==> src/rtl/capcmp_pkg.sv <==
package capcmp_pkg;
  localparam int MODE_W = 4;
  typedef logic [MODE_W-1:0] mode_t;

  localparam mode_t MODE_OFF          = 4'b0000;
  localparam mode_t MODE_TOGGLE       = 4'b0010;
  localparam mode_t MODE_CAP_FALL     = 4'b0100;
  localparam mode_t MODE_CAP_RISE     = 4'b0101;
  localparam mode_t MODE_CAP_RISE4    = 4'b0110;
  localparam mode_t MODE_CAP_RISE16   = 4'b0111;
  localparam mode_t MODE_SET_ON_MATCH = 4'b1000;
  localparam mode_t MODE_CLR_ON_MATCH = 4'b1001;
  localparam mode_t MODE_FLAG_ONLY    = 4'b1010;
  localparam mode_t MODE_EVENT        = 4'b1011;

  // Strobes from control to datapath, valid for one clock edge
  typedef struct packed {
    logic pinLoad;    // load pinVal into the pin latch
    logic pinVal;
    logic pinToggle;  // invert the pin latch
    logic pwmActive;  // pin follows the duty comparison
    logic capture;    // load timer into data register
    logic setFlag;
    logic eventPulse; // request timer reset
    logic dutyClear;
  } strobe_t;

  function automatic logic isPwm(mode_t m);
    return m[3:2] == 2'b11;
  endfunction

  function automatic logic isCompare(mode_t m);
    return (m == MODE_TOGGLE) || (m[3:2] == 2'b10);
  endfunction
endpackage

==> src/rtl/capcmp_ctrl.sv <==
module capcmp_ctrl
  import capcmp_pkg::*;
#(
  parameter int TIMER_W     = 16,
  parameter int SYNC_STAGES = 2,
  parameter int PRESCALE_A  = 4,
  parameter int PRESCALE_B  = 16,
  parameter bit HAS_EVENT   = 1'b1,
  localparam int PRE_W      = $clog2(PRESCALE_B)
) (
  input  logic               clk,
  input  logic               rstN,
  input  logic [TIMER_W-1:0] timerCount,
  input  logic [TIMER_W-1:0] dataReg,
  input  logic               pinIn,
  input  logic               ctrlWrEn,
  input  logic [5:0]         ctrlWrData,
  output mode_t              mode,
  output logic [1:0]         dcLow,
  output strobe_t            st
);
  logic [SYNC_STAGES-1:0] syncQ;
  logic prevSample, riseEdge, fallEdge;
  logic prevEq, isEq, matchFirst, entry;
  logic [PRE_W-1:0] preCnt, preLimit;
  mode_t newMode;

  assign newMode    = ctrlWrData[3:0];
  assign entry      = ctrlWrEn && (newMode != mode);
  assign riseEdge   = syncQ[SYNC_STAGES-1] && !prevSample;
  assign fallEdge   = !syncQ[SYNC_STAGES-1] && prevSample;
  assign isEq       = (timerCount == dataReg);
  assign matchFirst = isEq && !prevEq;
  assign preLimit   = (mode == MODE_CAP_RISE4) ? PRE_W'(PRESCALE_A - 1)
                                               : PRE_W'(PRESCALE_B - 1);

  always_ff @(posedge clk or negedge rstN) begin
    if (!rstN) begin
      syncQ      <= '0;
      prevSample <= 1'b0;
      prevEq     <= 1'b0;
      mode       <= MODE_OFF;
      dcLow      <= 2'b00;
    end else begin
      syncQ      <= {syncQ[SYNC_STAGES-2:0], pinIn};
      prevSample <= syncQ[SYNC_STAGES-1];
      prevEq     <= isEq;
      if (ctrlWrEn) begin
        mode  <= newMode;
        dcLow <= ctrlWrData[5:4];
      end
    end
  end

  always_ff @(posedge clk or negedge rstN) begin
    if (!rstN) preCnt <= '0;
    else if (entry || mode == MODE_OFF) preCnt <= '0;
    else if ((mode == MODE_CAP_RISE4 || mode == MODE_CAP_RISE16) && riseEdge)
      preCnt <= (preCnt == preLimit) ? '0 : preCnt + 1'b1;
  end

  always_comb begin
    st = '0;
    case (mode)
      MODE_OFF:          begin st.pinLoad = 1'b1; st.pinVal = 1'b0; st.dutyClear = 1'b1; end
      MODE_TOGGLE:       st.pinToggle = matchFirst;
      MODE_CAP_FALL:     st.capture = fallEdge;
      MODE_CAP_RISE:     st.capture = riseEdge;
      MODE_CAP_RISE4,
      MODE_CAP_RISE16:   st.capture = riseEdge && (preCnt == preLimit);
      MODE_SET_ON_MATCH: begin st.pinLoad = matchFirst; st.pinVal = 1'b1; end
      MODE_CLR_ON_MATCH: begin st.pinLoad = matchFirst; st.pinVal = 1'b0; end
      MODE_EVENT:        st.eventPulse = matchFirst && HAS_EVENT;
      default: ;
    endcase
    st.pwmActive = isPwm(mode);
    st.setFlag   = st.capture || (isCompare(mode) && matchFirst);
    if (entry) begin
      if (newMode == MODE_OFF || newMode == MODE_SET_ON_MATCH) begin
        st.pinLoad = 1'b1; st.pinVal = 1'b0;
      end else if (newMode == MODE_CLR_ON_MATCH) begin
        st.pinLoad = 1'b1; st.pinVal = 1'b1;
      end
    end
  end

  assert_prescale_bound_R5: assert property (@(posedge clk) disable iff (!rstN)
    (mode == MODE_CAP_RISE4) |-> (preCnt < PRE_W'(PRESCALE_A)));
  assert_no_capture_off_R2: assert property (@(posedge clk) disable iff (!rstN)
    (mode == MODE_OFF) |-> !st.capture && !st.setFlag);
endmodule

==> src/rtl/capcmp_datapath.sv <==
module capcmp_datapath
  import capcmp_pkg::*;
#(
  parameter int TIMER_W = 16,
  parameter int PWM_W   = 10,
  localparam int BYTES  = TIMER_W / 8
) (
  input  logic               clk,
  input  logic               rstN,
  input  strobe_t            st,
  input  logic [TIMER_W-1:0] timerCount,
  input  logic [PWM_W-1:0]   pwmCount,
  input  logic [1:0]         dcLow,
  input  logic [BYTES-1:0]   dataWrEn,
  input  logic [7:0]         wrData,
  input  logic               flagClr,
  output logic [TIMER_W-1:0] dataReg,
  output logic               pinOut,
  output logic               irqFlag,
  output logic               timerReset
);
  logic [PWM_W-1:0] dutyLatched, dutyFresh, dutyNow;
  logic pwmZero, pwmHigh;

  assign dutyFresh = {dataReg[PWM_W-3:0], dcLow};
  assign pwmZero   = (pwmCount == '0);
  assign dutyNow   = pwmZero ? dutyFresh : dutyLatched;
  assign pwmHigh   = pwmCount < dutyNow;

  always_ff @(posedge clk or negedge rstN) begin
    if (!rstN) dataReg <= '0;
    else if (st.capture) dataReg <= timerCount;
    else begin
      for (int b = 0; b < BYTES; b++)
        if (dataWrEn[b]) dataReg[b*8 +: 8] <= wrData;
    end
  end

  always_ff @(posedge clk or negedge rstN) begin
    if (!rstN) begin
      dutyLatched <= '0;
      pinOut      <= 1'b0;
      irqFlag     <= 1'b0;
      timerReset  <= 1'b0;
    end else begin
      if (st.dutyClear) dutyLatched <= '0;
      else if (st.pwmActive && pwmZero) dutyLatched <= dutyFresh;

      if (st.pinLoad) pinOut <= st.pinVal;
      else if (st.pwmActive) pinOut <= pwmHigh;
      else if (st.pinToggle) pinOut <= ~pinOut;

      if (st.setFlag) irqFlag <= 1'b1;
      else if (flagClr) irqFlag <= 1'b0;

      timerReset <= st.eventPulse;
    end
  end

  assert_flag_sticky_R11: assert property (@(posedge clk) disable iff (!rstN)
    (irqFlag && !flagClr) |=> irqFlag);
  assert_event_single_R9: assert property (@(posedge clk) disable iff (!rstN)
    timerReset |=> !timerReset);
endmodule

==> src/rtl/capcmp_channel.sv <==
module capcmp_channel
  import capcmp_pkg::*;
#(
  parameter int TIMER_W     = 16,
  parameter int PWM_W       = 10,
  parameter int SYNC_STAGES = 2,
  parameter int PRESCALE_A  = 4,
  parameter int PRESCALE_B  = 16,
  parameter bit HAS_EVENT   = 1'b1,
  localparam int BYTES      = TIMER_W / 8,
  localparam int ADDR_W     = $clog2(BYTES + 1)
) (
  input  logic               clk,
  input  logic               rstN,
  input  logic [TIMER_W-1:0] timerCount,
  input  logic [PWM_W-1:0]   pwmCount,
  input  logic               pinIn,
  input  logic               wrEn,
  input  logic [ADDR_W-1:0]  wrAddr,
  input  logic [7:0]         wrData,
  input  logic [ADDR_W-1:0]  rdAddr,
  output logic [7:0]         rdData,
  input  logic               flagClr,
  output logic               pinOut,
  output logic               irqFlag,
  output logic               timerReset
);
  mode_t mode;
  logic [1:0] dcLow;
  strobe_t st;
  logic [TIMER_W-1:0] dataReg;
  logic ctrlWrEn;
  logic [BYTES-1:0] dataWrEn;

  assign ctrlWrEn = wrEn && (wrAddr == '0);

  for (genvar b = 0; b < BYTES; b++) begin : g_lane
    assign dataWrEn[b] = wrEn && (wrAddr == ADDR_W'(b + 1));
  end

  always_comb begin
    rdData = '0;
    if (rdAddr == '0) rdData = {2'b00, dcLow, mode};
    for (int b = 0; b < BYTES; b++)
      if (rdAddr == ADDR_W'(b + 1)) rdData = dataReg[b*8 +: 8];
  end

  capcmp_ctrl #(
    .TIMER_W(TIMER_W), .SYNC_STAGES(SYNC_STAGES), .PRESCALE_A(PRESCALE_A),
    .PRESCALE_B(PRESCALE_B), .HAS_EVENT(HAS_EVENT)
  ) u_ctrl (
    .clk(clk), .rstN(rstN), .timerCount(timerCount), .dataReg(dataReg),
    .pinIn(pinIn), .ctrlWrEn(ctrlWrEn), .ctrlWrData(wrData[5:0]),
    .mode(mode), .dcLow(dcLow), .st(st)
  );

  capcmp_datapath #(.TIMER_W(TIMER_W), .PWM_W(PWM_W)) u_dp (
    .clk(clk), .rstN(rstN), .st(st), .timerCount(timerCount), .pwmCount(pwmCount),
    .dcLow(dcLow), .dataWrEn(dataWrEn), .wrData(wrData), .flagClr(flagClr),
    .dataReg(dataReg), .pinOut(pinOut), .irqFlag(irqFlag), .timerReset(timerReset)
  );

  assert_ctrl_upper_zero_R1: assert property (@(posedge clk) disable iff (!rstN)
    (rdAddr == '0) |-> (rdData[7:6] == 2'b00));
  assert_off_pin_low_R2: assert property (@(posedge clk) disable iff (!rstN)
    (ctrlWrEn && wrData[3:0] == MODE_OFF) |=> !pinOut);
  assert_reserved_quiet_R3: assert property (@(posedge clk) disable iff (!rstN)
    ((mode == 4'b0001 || mode == 4'b0011) && !wrEn) |=> $stable(pinOut) && $stable(dataReg));
  assert_entry_high_R7: assert property (@(posedge clk) disable iff (!rstN)
    (ctrlWrEn && wrData[3:0] == MODE_CLR_ON_MATCH && mode != MODE_CLR_ON_MATCH) |=> pinOut);
  assert_event_mode_R8: assert property (@(posedge clk) disable iff (!rstN)
    timerReset |-> ($past(mode) == MODE_EVENT));
endmodule

==> config.mk <==
export PLATFORM = sky130hd
export DESIGN_NAME = capcmp_channel
export DESIGN_NICKNAME = d
export VERILOG_FILES = /design/src/rtl/capcmp_pkg.sv /design/src/rtl/capcmp_ctrl.sv /design/src/rtl/capcmp_datapath.sv /design/src/rtl/capcmp_channel.sv
export SDC_FILE = /design/constraint.sdc
export NUM_CORES = 1
export LEC_CHECK = 0
export ABC_CLOCK_PERIOD_IN_PS = 1800
export BUFFER_PORTS_ARGS = -buffer_cell sky130_fd_sc_hd__buf_4
export CAP_MARGIN = 5
export CORE_UTILIZATION = 50
export DETAILED_ROUTE_END_ITERATION = 6
export PLACE_DENSITY = 0.74
export RECOVER_POWER = 50
export SYNTH_ARGS = -nofsm -noshare
export SYNTH_HDL_FRONTEND = slang
export SYNTH_SLANG_ARGS = --single-unit
==> constraint.sdc <==
create_clock -name clk -period 1.8 [get_ports clk]
set_input_delay 0.18 -clock clk [delete_from_list [all_inputs] [get_ports clk]]
set_output_delay 0.18 -clock clk [all_outputs]
set_load 0.02 [all_outputs]
==> out/results.txt <==
Reg area: 1077 um2
Vias in the first global route: 2323
DR top layer: met4
Post-route minimum period: 2.108 ns
Mapped Cells: 286
Reg power frac: 39.8%
Max IR drop VDD: 0.5506 mV
Final Hold Vio Count: 0
Final worst slack: -0.3080 ns
Synth Warn #: 0
Worst path arrival time: 2.31 ns
Clock Power Share: 17.2%
Placed Area: 3507 um2
Dpl hpwl: 5096 um
Tcrit/Tclk final: 117.1%
R2R cell count: 9
M1 wire length: 3397 um
RSZ-0062 raised after global routing: yes
Final net count: 443
Yosys reg bits: 43
Post-Layout Inst Area: 3939 um2
Clock slew at reported path FFs: 0.08 ns
Post-synth EDFFs: 0
Failing checks: setup timing
Hold Path Class: in -> reg
Status: finished with violations
Post-Syn Area: 2679 um2
Buffers & Inverters on Critical Path: 1
WS Path Type: reg -> reg
Largest net degree at the start of global routing: 44
Sw power: 1.170 mW
Synth cell types: 42
Root Driver: clkbuf_8
Pwr per Cell Area: 838.4 nW/um2
Worst Skew: 0.01180 ns
Post-DRT Antenna Nets: 0
Via count: 2536
Worst path max stage delay: 0.42 ns
Share of cells above drive strength 1: 42.16%
Htree depth: 2
Site Rows: 26
Die Width: 75.20 um
Max-cap violation count: 0
Clock Path Buffers: 2
Worst slew pin tran: 1.098 ns
Clock sink count: 43
Crit. path cell count: 9
Asr flop ratio synth: 100.0%
Critical path data required time: 2.00 ns
Startpoint Class: register
DRT iter0 DRCs: 136
Internal Power: 2.132 mW
Overflow after GRT: 0
Sequential fraction of the synthesis area: 40.17%
Aggregate routed wire length: 7751 um
Area occupied by multi-input gates: 1765 um2
Area Overhead vs Synth: 47.03%
Crit-path max FO: 4
Crit-path slowest cell: dfrtp_1
Slew Limit Fails: 0
F_max: 0.4744 GHz
Placer Congestion: 0.8543
Die ar.: 5654 um2
Post-place setup slack: -0.6695 ns
# setup viols final: 18
P_leak: 1.964 nW
Ys flop type: dfrtp_1
Top cells by area, synth: dfrtp_1 (40%), mux2i_1 (11%), nand2_1 (7.0%), o21ai_0 (6.4%), xnor2_1 (5.6%)
Core footprint: 5140 um2
Crit-path cells: buf_4 > mux2i_1 > ha_1 > a211o_1 > o211ai_1 > o211ai_1 > a211oi_2 > a21oi_1 > o31ai_1
DR WL met3: 403 um
Post-synthesis net count: 339
Starting Density: 52.12%
Drc violations: 0
# IOs: 54
Share of the synthesized area in the top cell type: 40.17%
DR WL met2: 3817 um
Clk_lat worst skew: 0.30 ns
Combinational share of power: 43.1%
Slew HR: 26.80%
Die height: 75.20 um
Most used cell, CP: o211ai_1
DRT Pass-1 Iters: 4
Antenna diode count: 0
Delay-heaviest family, CP: compound AO/OA/AOI/OAI gates
Vias per inst: 5.525
Critical path capture point type: register
Avg Cell Area, Syn: 9.367 um2
Layout fillers: 373
Cell taking the most area after synthesis: dfrtp_1
GRT Total Usage: 26.19%
CTS tree: done
Cell count of the worst hold path: 3
I/O Buffers: 53
First-pass GRT wire length: 10830 um
Post-DR wirelength/cell: 16.89 um
CTS Buf Count: 5
Initial antenna violation count: 0
Net Sw Frac: 35.43%
## timing repair
action,4_1_cts,5_1_grt
buffers inserted,3,1
endpoints found under the setup margin,18,20
cloned,0,3
gates resized for setup,8,68
pin swaps,8,29
hold buffers,2,0
endpoints found under the hold margin,44,0
## synth_stat cells, types with 5 or more instances
| cell | number |
|---|---|
| a21oi_1 | 7 |
| clkbuf_1 | 7 |
| dfrtp_1 | 43 |
| ha_1 | 10 |
| inv_1 | 5 |
| mux2_2 | 5 |
| mux2i_1 | 30 |
| nand2_1 | 50 |
| nand3_1 | 5 |
| nand3b_1 | 5 |
| nand4_1 | 6 |
| nor2_1 | 12 |
| o21ai_0 | 34 |
| xnor2_1 | 17 |
| xor2_1 | 6 |
## metrics by stage
step | instances | power (mW) | hold slack, ns | utilization, % | TNS (ns)
floorplan | 286 | 1.914 | -0.1156 | - | -0.3143
global placement | 444 | 2.500 | 0.2094 | 68.23 | -1.493
detailed placement | 444 | 2.534 | 0.2062 | 68.23 | -1.995
CTS | 455 | 3.135 | 0.1036 | 71.42 | -0.6073
global route | 459 | 3.471 | 0.1036 | 76.63 | -3.359
finish | 459 | 3.302 | 0.09915 | 76.63 | -1.095
## area by class of cell
class                   count  share of cell area (%)
multi-input cells         224                   44.82
well taps                  70                   2.224
repair buffers            111                   23.28
flip-flops and latches     43                   27.35
inverters                   5                  0.4765
clock buffers               6                   1.842
## path summary, 6_finish.rpt
| kind | end | start | slack [ns] |
|---|---|---|---|
| worst max register to register | u_dp.pinOut | u_dp.dataReg[5] | -0.31 |
| worst min register to register | u_ctrl.syncQ[1] | u_ctrl.syncQ[0] | 0.37 |
| min in group asynchronous | u_dp.dataReg[2] | rstN | 0.63 |
| max in group asynchronous | u_ctrl.mode[2] | rstN | 0.43 |
| worst min-delay path | u_dp.dataReg[13] | timerCount[13] | 0.1 |
| worst max-delay path | u_dp.pinOut | u_dp.dataReg[5] | -0.31 |
## tightest hold or removal path, stage by stage
cell and delay, ns:
buf_4 0.11, nand2_4 0.04, o21ai_2 0.04
## registers in the layout (all words and copies together) (netlist names)
| register | flops |
|---|---|
| u_ctrl.dcLow | 2 |
| u_ctrl.mode | 4 |
| u_ctrl.preCnt | 4 |
| u_ctrl.prevEq | 1 |
| u_ctrl.prevSample | 1 |
| u_ctrl.syncQ | 2 |
| u_dp.dataReg | 16 |
| u_dp.dutyLatched | 10 |
| u_dp.irqFlag | 1 |
| u_dp.pinOut | 1 |
| u_dp.timerReset | 1 |
## cells by family after synthesis
logic type / after synthesis / share of synthesized area, %
simple gates: 98 / 18.12
flops: 43 / 40.17
xor+xnor: 23 / 7.520
compound gates: 58 / 13.13
fa+ha+maj: 10 / 4.671
mux: 35 / 13.31
buf+inv: 19 / 3.083
## cells in the final DEF, fill, tap and decap left out, types with 2 or more instances in the layout
master,synthesis,final
ha_1,10,9
nor4_4,1,3
buf_6,0,9
nand4_1,6,6
o21ai_2,0,10
nand3_1,5,4
mux2i_1,30,29
o21ai_1,0,6
dlygate4sd3_1,0,2
dfrtp_1,43,42
xnor2_1,17,16
o211ai_1,2,2
nand2_4,0,10
nor3_1,4,3
a211o_1,2,2
xor2_1,6,6
clkbuf_16,0,2
nand2_1,50,36
mux2_2,5,5
o211a_1,4,3
clkbuf_8,0,5
a21oi_1,7,5
nand3b_1,5,5
o21ai_0,34,18
inv_1,5,5
nor2_1,12,12
buf_4,2,95
nand2_2,0,4
nor2b_1,3,3
## per-layer routing
| layer | vias to the layer above | global-route usage [%] |
|---|---|---|
| met3 | 15 | 4.819 |
| li1 | 1223 | - |
| met4 | 0 | 9.053 |
| met1 | 1202 | 36.66 |
| met2 | 96 | 41.04 |
| met5 | - | 0 |
## power groups by stage
stage                     logic [mW]  clock network [mW]  registers [mW]
after floorplan                0.582                   0            1.33
after global placement          1.20                   0            1.30
after detailed placement        1.22                   0            1.32
after CTS                       1.26               0.573            1.30
after global routing            1.52               0.621            1.33
final                           1.42               0.567            1.31
(Power assumes the default switching activity.)
